File: config.mk
export PLATFORM = sky130hd
export DESIGN_NAME = shared_pin_port
export DESIGN_NICKNAME = d
export VERILOG_FILES = /design/src/rtl/spp_pkg.sv /design/src/rtl/spp_ctrl.sv /design/src/rtl/spp_datapath.sv /design/src/rtl/shared_pin_port.sv
export SDC_FILE = /design/constraint.sdc
export NUM_CORES = 1
export LEC_CHECK = 0
export BUFFER_PORTS_ARGS = -buffer_cell sky130_fd_sc_hd__buf_2
export CAP_MARGIN = 30
export CORE_MARGIN = 4
export CORE_UTILIZATION = 44
export CTS_BUF_LIST = sky130_fd_sc_hd__clkbuf_4 sky130_fd_sc_hd__clkbuf_8
export CTS_CLUSTER_SIZE = 12
export DETAILED_ROUTE_END_ITERATION = 8
export GPL_TIMING_DRIVEN = 0
export PLACE_DENSITY = 0.83
export RECOVER_POWER = 100
export SYNTH_ARGS = -nofsm -noshare
export SYNTH_HDL_FRONTEND = slang
export SYNTH_HIERARCHICAL = 1
export SYNTH_SLANG_ARGS = --single-unit
File: constraint.sdc
create_clock -name clk -period 2 [get_ports clk]
set_input_delay 0.6 -clock clk [delete_from_list [all_inputs] [get_ports clk]]
set_output_delay 0.6 -clock clk [all_outputs]
set_load 0.05 [all_outputs]
File: src/rtl/spp_pkg.sv
package spp_pkg;

  typedef enum logic [1:0] {
    SEL_DIR  = 2'd0,
    SEL_PIN  = 2'd1,
    SEL_LAT  = 2'd2,
    SEL_NONE = 2'd3
  } regSel_e;

  typedef struct packed {
    logic    wrDir;
    logic    wrLat;
    logic    rdStrobe;
    regSel_e rdSel;
  } strobe_t;

endpackage

File: src/rtl/spp_ctrl.sv
module spp_ctrl
  import spp_pkg::*;
(
  input  logic       clk,
  input  logic       rstN,
  input  logic [1:0] busAddr,
  input  logic       busWrEn,
  input  logic       busRdEn,
  output strobe_t    strb
);

  regSel_e addrSel;

  always_comb begin
    addrSel       = regSel_e'(busAddr);
    strb          = '0;
    strb.rdStrobe = busRdEn;
    strb.rdSel    = addrSel;
    if (busWrEn) begin
      unique case (addrSel)
        SEL_DIR:  strb.wrDir = 1'b1;
        SEL_PIN,
        SEL_LAT:  strb.wrLat = 1'b1;
        default:  ;
      endcase
    end
  end

  // a write to the pin address and a write to the latch address both end in the latch
  assert_pin_write_to_lat_R4: assert property (@(posedge clk) disable iff (!rstN)
    (busWrEn && busAddr == 2'd1) |-> (strb.wrLat && !strb.wrDir));

  // address 3 targets no register
  assert_unused_addr_R10: assert property (@(posedge clk) disable iff (!rstN)
    (busAddr == 2'd3) |-> !(strb.wrLat || strb.wrDir));

endmodule

File: src/rtl/spp_datapath.sv
module spp_datapath
  import spp_pkg::*;
#(
  parameter int unsigned WIDTH = 16,
  parameter logic [WIDTH-1:0] IMPL_MASK = 16'h7FF7
) (
  input  logic             clk,
  input  logic             rstN,
  input  strobe_t          strb,
  input  logic [WIDTH-1:0] wrData,
  output logic [WIDTH-1:0] rdData,
  input  logic [WIDTH-1:0] pinIn,
  output logic [WIDTH-1:0] pinOut,
  output logic [WIDTH-1:0] pinOe,
  input  logic [WIDTH-1:0] perOut,
  input  logic [WIDTH-1:0] perOe,
  input  logic [WIDTH-1:0] perEn,
  output logic [WIDTH-1:0] perIn
);

  localparam logic [WIDTH-1:0] IMPL = IMPL_MASK;

  logic [WIDTH-1:0] dirReg;
  logic [WIDTH-1:0] latReg;
  logic [WIDTH-1:0] rdReg;
  logic [WIDTH-1:0] rdMux;
  logic [WIDTH-1:0] perOwn;
  logic [WIDTH-1:0] portDrive;

  always_ff @(posedge clk) begin
    if (!rstN) begin
      dirReg <= '1;
      latReg <= '0;
      rdReg  <= '0;
    end else begin
      if (strb.wrDir)    dirReg <= wrData | ~IMPL;
      if (strb.wrLat)    latReg <= wrData & IMPL;
      if (strb.rdStrobe) rdReg  <= rdMux;
    end
  end

  always_comb begin
    unique case (strb.rdSel)
      SEL_DIR: rdMux = dirReg & IMPL;
      SEL_PIN: rdMux = pinIn & IMPL;
      SEL_LAT: rdMux = latReg & IMPL;
      default: rdMux = '0;
    endcase
  end

  assign rdData = rdReg;

  for (genvar b = 0; b < WIDTH; b++) begin : g_bit
    if (IMPL[b]) begin : g_live
      always_comb begin
        perOwn[b]    = perEn[b] & perOe[b];
        portDrive[b] = ~dirReg[b] & ~perOwn[b];
        pinOe[b]     = perOwn[b] | portDrive[b];
        pinOut[b]    = perOwn[b] ? perOut[b] : latReg[b];
        perIn[b]     = portDrive[b] ? 1'b0 : pinIn[b];
      end
    end else begin : g_dead
      always_comb begin
        perOwn[b]    = 1'b0;
        portDrive[b] = 1'b0;
        pinOe[b]     = 1'b0;
        pinOut[b]    = 1'b0;
        perIn[b]     = 1'b0;
      end
    end
  end

  // a direction write lands one edge later, with unimplemented bits left as inputs
  assert_dir_write_R1: assert property (@(posedge clk) disable iff (!rstN)
    strb.wrDir |=> (dirReg == ($past(wrData) | ~IMPL)));

  // a latch write lands one edge later, masked
  assert_lat_write_R4: assert property (@(posedge clk) disable iff (!rstN)
    strb.wrLat |=> (latReg == ($past(wrData) & IMPL)));

  // a latch read returns the pre-edge latch
  assert_lat_read_R3: assert property (@(posedge clk) disable iff (!rstN)
    (strb.rdStrobe && strb.rdSel == SEL_LAT) |=> (rdData == $past(latReg & IMPL)));

  // read data holds without a read strobe
  assert_rd_hold_R9: assert property (@(posedge clk) disable iff (!rstN)
    !strb.rdStrobe |=> $stable(rdData));

endmodule

File: src/rtl/shared_pin_port.sv
module shared_pin_port
  import spp_pkg::*;
#(
  parameter int unsigned WIDTH = 16,
  parameter logic [WIDTH-1:0] IMPL_MASK = 16'h7FF7
) (
  input  logic             clk,
  input  logic             rstN,
  input  logic [1:0]       busAddr,
  input  logic             busWrEn,
  input  logic [WIDTH-1:0] busWrData,
  input  logic             busRdEn,
  output logic [WIDTH-1:0] busRdData,
  input  logic [WIDTH-1:0] pinIn,
  output logic [WIDTH-1:0] pinOut,
  output logic [WIDTH-1:0] pinOe,
  input  logic [WIDTH-1:0] perOut,
  input  logic [WIDTH-1:0] perOe,
  input  logic [WIDTH-1:0] perEn,
  output logic [WIDTH-1:0] perIn
);

  strobe_t strb;

  spp_ctrl i_ctrl (
    .clk     (clk),
    .rstN    (rstN),
    .busAddr (busAddr),
    .busWrEn (busWrEn),
    .busRdEn (busRdEn),
    .strb    (strb)
  );

  spp_datapath #(
    .WIDTH     (WIDTH),
    .IMPL_MASK (IMPL_MASK)
  ) i_dp (
    .clk    (clk),
    .rstN   (rstN),
    .strb   (strb),
    .wrData (busWrData),
    .rdData (busRdData),
    .pinIn  (pinIn),
    .pinOut (pinOut),
    .pinOe  (pinOe),
    .perOut (perOut),
    .perOe  (perOe),
    .perEn  (perEn),
    .perIn  (perIn)
  );

  // a pin the port drives itself never echoes into the peripheral
  assert_no_loop_R8: assert property (@(posedge clk) disable iff (!rstN)
    ((pinOe & ~(perEn & perOe) & perIn) == '0));

  // peripheral ownership forces the enable and the value
  assert_per_owns_R5: assert property (@(posedge clk) disable iff (!rstN)
    (((perEn & perOe & IMPL_MASK) & ~pinOe) == '0) &&
    (((pinOut ^ perOut) & perEn & perOe & IMPL_MASK) == '0));

  // nothing appears on unimplemented bits
  assert_masked_R7: assert property (@(posedge clk) disable iff (!rstN)
    (((pinOe | pinOut | perIn | busRdData) & ~IMPL_MASK) == '0));

endmodule

==> results of run 1 <==
-- path summary, 6_finish.rpt --
kind / start / endpoint / slack (ps) / cells after the start
setup / recovery: perEn[8] / pinOut[8] / 40 / 4
hold / removal: i_dp/rdData[2] / i_dp/rdData[2] / 540 / 2
setup reg to reg: i_dp/dirReg[1] / i_dp/rdData[1] / 1090 / 3
hold reg to reg: i_dp/rdData[2] / i_dp/rdData[2] / 540 / 2
-- through the flow --
stage	power, uW	cell area (sq um)	utilization	setup slack [ps]	TNS, ps
finish	2340	3190	0.621	36.3	0
global route	2460	3190	0.621	12.5	0
CTS	2380	3220	0.626	48.3	0
detailed placement	1710	3100	0.603	-37.0	-223
global placement	1690	3100	0.603	-1.34	-1.67
floorplan	1490	2360	-	55.6	0
-- flip-flops by register name (all words and copies together), names as in the netlist --
signal and count:
i_dp/dirReg 14, i_dp/latReg 14, i_dp/rdData 14
-- cell usage after synthesis --
cell	number	area [sq um]
nor2b_1	28	175
or2_0	1	6.26
buf_6	1	11.3
buf_12	1	20.0
nand2_1	56	210
mux2_2	14	158
a21oi_1	14	70.1
inv_1	2	7.51
clkbuf_1	7	26.3
nor2b_2	1	8.76
buf_2	5	25.0
buf_4	12	90.1
mux2i_1	42	420
and2_1	2	12.5
a31oi_1	14	87.6
o21ai_0	14	70.1
or2_1	13	81.3
dfxtp_1	42	841
conb_1	1	3.75
ha_1	1	12.5
-- critical path: stages --
cell and delay [ps]:
buf_2 100, nand2_1 80, mux2_2 340, clkbuf_2 240
-- final cells by class --
| class | instances | area [sq um] | area share |
|---|---|---|---|
| multi-input combinational | 208 | 1340 | 0.420 |
| sequential | 42 | 841 | 0.263 |
| timing repair buffer | 130 | 632 | 0.198 |
| buffer | 26 | 169 | 0.0529 |
| tap | 70 | 87.6 | 0.0274 |
| clock buffer | 6 | 76.3 | 0.0239 |
| clock inverter | 2 | 37.5 | 0.0118 |
| inverter | 2 | 7.51 | 0.00235 |
-- metal layers --
metal | vias up | wire length (um) | part of all wire
met5 | - | 0 | 0
li1 | 1185 | - | -
met1 | 1076 | 2730 | 0.41
met4 | 0 | 76 | 0.011
met3 | 6 | 600 | 0.091
met2 | 105 | 3210 | 0.49
-- power groups by stage --
stage               Combinational, uW  Clock (uW)  Sequential (uW)
floorplan                         491           0              998
global placement                  761           0              932
detailed placement                772           0              935
CTS                               774         687              916
global route                      812         725              922
finish                            762         662              917
-- kinds of logic after synthesis --
logic type	after synthesis	share of synthesized area
mux	56	0.247
other cells	1	0.00160
buf+inv	28	0.0771
simple gates	101	0.211
flops	42	0.360
fa+ha+maj	1	0.00535
compound gates	42	0.0974
==> results.py, run 1 <==
metrics = {
    "global_route": {
        "grt_max_degree": 14,
        "grt_antenna_before_repair": 0,
        "globalRouteMet1Util": 0.225,
        "grtUsageTotal": 0.194,
        "gr-max-usage-layer": "met2",
        "gr-usage-met2": 0.342,
        "met3_usage": 0.0532,
        "grt_pass1_vias": 2121,
        "grt_pass1_wl_um": 9700,
        "overflow": 0,
    },
    "pwr": {
        "swShare": 0.356,
        "p_per_area_mw_per_mm2": 733,
        "combPwrFrac": 0.325,
        "p_sw_uw": 834,
        "ir_drop_uv": 497,
        "internal-power_uw": 1510,
        "p_leak_uw": 0.00158,
        "p_clk_frac": 0.283,
        "power_frac_seq": 0.392,
    },
    "synthesis": {
        "synth.cell_area_sq_mm": 0.00234,
        "synthDistinctLibCells": 20,
        "yosys_warnings": 6,
        "yosysSeqAreaShare": 0.360,
        "ys_ff_latch": 42,
        "postSynthAreaPerCell_sq_um": 8.62,
        "syn_inst": 271,
    },
    "routing": {
        "drc_errors": 0,
        "drt_iter0_markers": 124,
        "wirelength_um": 6620,
        "firstDrtPassIters": 4,
        "drtAntennaViolNets": 0,
        "viasPerCell": 4.88,
        "drt-wirelength-per-cell_um": 13.6,
        "vias": 2372,
    },
    "sta": {
        "finClkSkew_ps": 7.11,
        "min_period_over_period": 0.982,
        "hold_viol": 0,
        "holdWs_ps": 541,
        "max_freq_mhz": 509,
        "rsz0062_at_grt": "no",
        "slew_headroom": 0.575,
        "period_needed_ps": 1960,
        "setup-violations-final": 0,
        "drv_slew": 0,
        "tightest_slew_ps": 641,
    },
    "floorplanning": {
        "die_area_sq_mm": 0.00654,
        "ioPinCount": 150,
        "die_y_um": 80.9,
        "rows": 26,
        "start_util": 0.455,
        "coreArea_sq_mm": 0.00514,
        "die_x_um": 80.9,
    },
    "setup_path": {
        "critPathKind": "in -> out",
        "cp-end-kind": "output pin",
        "crit_required_ps": 1400,
        "start_kind": "input port",
        "crit_arrival_ps": 1360,
        "crit_fanout": 2,
    },
    "clock_tree": {
        "clock_sinks": 42,
        "cts_setup_buffers": 0,
        "cts_resized": 0,
        "cts_tree": "yes",
        "clock_latency_ps": 290,
        "cts-root-buf": "clkbuf_8",
        "cts_buffer_depth": 2,
        "ctsHoldBuffers": 0,
        "path_clk_slew_ps": 80,
        "cts_buffers": 5,
        "h-tree-depth": 2,
    },
    "finish": {
        "syn_to_final_growth_pct": 36.6,
        "fill_cells": 472,
        "drive_gt1_frac": 0.370,
        "mostFrequentLayoutCells": "buf_2 (78), nand2_1 (56), mux2i_1 (42), dfxtp_1 (42), clkbuf_2 (39)",
        "diodes": 0,
        "stdcell_count": 486,
        "layout_commonest_cell": "buf_2",
        "nets": 502,
    },
    "place": {
        "dp.cells": 478,
        "portBuffers": 130,
        "place.gp.congestion": 0.788,
        "dp_hpwl_um": 5150,
    },
    "status": {
        "status": "finished clean",
    },
    "hold_path": {
        "hold_path.class": "reg -> reg",
    },
    "flow_run": {
        "cap_violations": 0,
    },
}
No activity file was read; power rests on OpenSTA's default activity.
==> run 2, diff against run 1 <==
CAP_MARGIN = unset   (was 30)
PLACE_DENSITY = 0.82   (was 0.83)
SLEW_MARGIN = 25   (was unset)
SYNTH_HIERARCHICAL = unset   (was 1)
==> run 2 against run 1 <==
  * Combinational power grew 2%
  * Non-clock buffer count rose by 3
  * Critical path type unchanged
  * Core utilization shrank 0.56 points
  * Sequential share of layout area down 0.093 points
  * Register-to-register slack got worse by 180 ps
  * Global-route usage rose by 2.3 points
  * Cell area increased by 0.35%
  * Via count rose by 8.6%
==> results.py, run 2 <==
metrics = {
    "setup_path": {
        "timing.critical_path.slowest_stage_cell": "mux2_2",
        "cp_cell_sequence": "buf_2 > nand2_1 > mux2_2 > clkbuf_2",
        "crit_required_ps": 1400,
        "critPathKind": "in -> out",
        "start_kind": "input port",
        "cp.depth": 4,
        "slowest_delay_ps": 330,
        "cp-end-kind": "output pin",
        "r2r_cells": 2,
        "crit_arrival_ps": 1360,
        "cpLargestDelayFamily": "buffers and inverters",
        "crit_buf_inv": 2,
        "crit_fanout": 2,
    },
    "synthesis": {
        "synthTopCellsByCount": "dfxtp_1 (42), a21oi_1 (28), nand2_1 (28)",
        "synth_top_area_frac": 0.351,
        "synth.cell_area_sq_mm": 0.00240,
        "yosysSeqAreaShare": 0.351,
        "ys_ff_latch": 42,
        "syn_inst": 263,
        "synth_ff_type": "dfxtp_1",
        "synthDistinctLibCells": 22,
        "post-synth-top-area-cell": "dfxtp_1",
        "yosys_warnings": 0,
        "postSynthAreaPerCell_sq_um": 9.12,
        "synthTopCellsByArea": "dfxtp_1 (35%), mux2_2 (6.6%), a21bo_2 (5.8%)",
        "yosysMostFrequentCell": "dfxtp_1",
        "async_flop_share": 0,
        "synth-edff-count": 0,
    },
    "finish": {
        "diodes": 0,
        "syn_to_final_growth_pct": 33.7,
        "drive_gt1_frac": 0.432,
        "nets": 496,
        "mostFrequentLayoutCells": "buf_2 (83), clkbuf_2 (42), dfxtp_1 (42), nand2_1 (28), a21oi_1 (28)",
        "layout_commonest_cell": "buf_2",
    },
    "clock_tree": {
        "ctsHoldBuffers": 0,
        "clock_latency_ps": 290,
        "cts-root-buf": "clkbuf_8",
        "cts_buffer_depth": 2,
        "path_clk_slew_ps": 80,
        "h-tree-depth": 2,
        "cts_resized": 0,
        "cts_buffers": 5,
        "cts_tree": "yes",
        "clock_sinks": 42,
        "cts_setup_buffers": 0,
    },
    "global_route": {
        "grt_max_degree": 14,
        "grt_pass1_wl_um": 11300,
        "overflow": 0,
        "grt_pass1_vias": 2487,
        "grtUsageTotal": 0.217,
        "grt_antenna_before_repair": 0,
    },
    "routing": {
        "wirelength_um": 7240,
        "drtAntennaViolNets": 0,
        "drt_iter0_markers": 208,
        "firstDrtPassIters": 5,
        "viasPerCell": 5.40,
        "drt-wirelength-per-cell_um": 15.2,
        "vias": 2575,
        "drc_errors": 0,
    },
    "pwr": {
        "p_sw_uw": 866,
        "swShare": 0.382,
        "power_frac_seq": 0.405,
        "ir_drop_uv": 371,
        "internal-power_uw": 1400,
        "p_per_area_mw_per_mm2": 707,
        "combPwrFrac": 0.344,
        "p_clk_frac": 0.251,
        "p_leak_uw": 0.00153,
    },
    "floorplanning": {
        "rows": 26,
        "die_area_sq_mm": 0.00669,
        "ioPinCount": 150,
        "start_util": 0.461,
        "die_y_um": 81.8,
        "die_x_um": 81.8,
        "coreArea_sq_mm": 0.00520,
    },
    "sta": {
        "drv_slew": 0,
        "finClkSkew_ps": 7.63,
        "rsz0062_at_grt": "no",
        "finalSetupTns_ps": 0,
        "min_period_over_period": 0.982,
        "setup-violations-final": 0,
        "max_freq_mhz": 509,
        "period_needed_ps": 1960,
        "fin_ws_ps": 35.3,
        "slew_headroom": 0.593,
        "hold_viol": 0,
        "tightest_slew_ps": 613,
    },
    "place": {
        "place.gp.congestion": 0.814,
        "pre_cts_slack_ps": 56.7,
        "portBuffers": 129,
        "dp_hpwl_um": 5770,
    },
    "hold_path": {
        "holdPathStages": 2,
        "hold_path.class": "reg -> reg",
    },
    "status": {
        "status": "finished clean",
    },
    "flow_run": {
        "cap_violations": 0,
    },
}
-- run 2: layer usage --
layer  track usage  part of all wire  vias up
met2         0.389              0.49      134
li1              -                 -     1255
met3        0.0417              0.11       11
met4        0.0731             0.016        0
met5             0                 0        -
met1         0.257              0.38     1175
-- run 2: worst min-delay path, delay by kind of cell (launching register included) --
family           cells  cell delay (ps)
flip-flops           1              330
AND/OR/NAND/NOR      1               70
AO/OA/AOI/OAI        1               60
-- run 2: path summary, 6_finish.rpt --
path                   start               to  slack (ps)
max reg2reg  i_dp.dirReg[13]  i_dp.rdData[13]         910
max                 perEn[7]        pinOut[7]          40
min           i_dp.rdData[5]   i_dp.rdData[5]         490
min reg2reg   i_dp.rdData[5]   i_dp.rdData[5]         490
-- run 2: cell type report --
type	instances	area, sq um
flip-flops and latches	42	841
well taps	70	87.6
multi-input cells	195	1350
inverters	3	11.3
fillers	473	2000
repair buffers	129	627
plain buffers	30	194
clock buffers	6	82.6
clock inverters	2	12.5
-- run 2: cell families after synthesis --
| logic type | share of synthesized area |
|---|---|
| compound gates | 0.307 |
| mux | 0.0658 |
| simple gates | 0.157 |
| flops | 0.351 |
| fa+ha+maj | 0.0209 |
| other cells | 0.00156 |
| buf+inv | 0.0976 |
-- run 2: per-stage QoR --
step	instance area, sq um	power [uW]	instances	utilization	hold WS (ps)
2_1_floorplan	2420	1500	270	-	504
3_3_place_gp	3160	1710	469	0.606	460
3_5_place_dp	3160	1730	469	0.606	463
4_1_cts	3250	2290	477	0.625	477
5_1_grt	3200	2380	477	0.616	521
6_report	3200	2270	477	0.616	487
-- run 2: power by group through the flow --
stage / clock network (uW) / logic (uW) / registers, uW
final: 570 / 778 / 918
after global routing: 623 / 830 / 924
after CTS: 579 / 794 / 916
after detailed placement: 0 / 792 / 936
after global placement: 0 / 780 / 934
after floorplan: 0 / 528 / 974
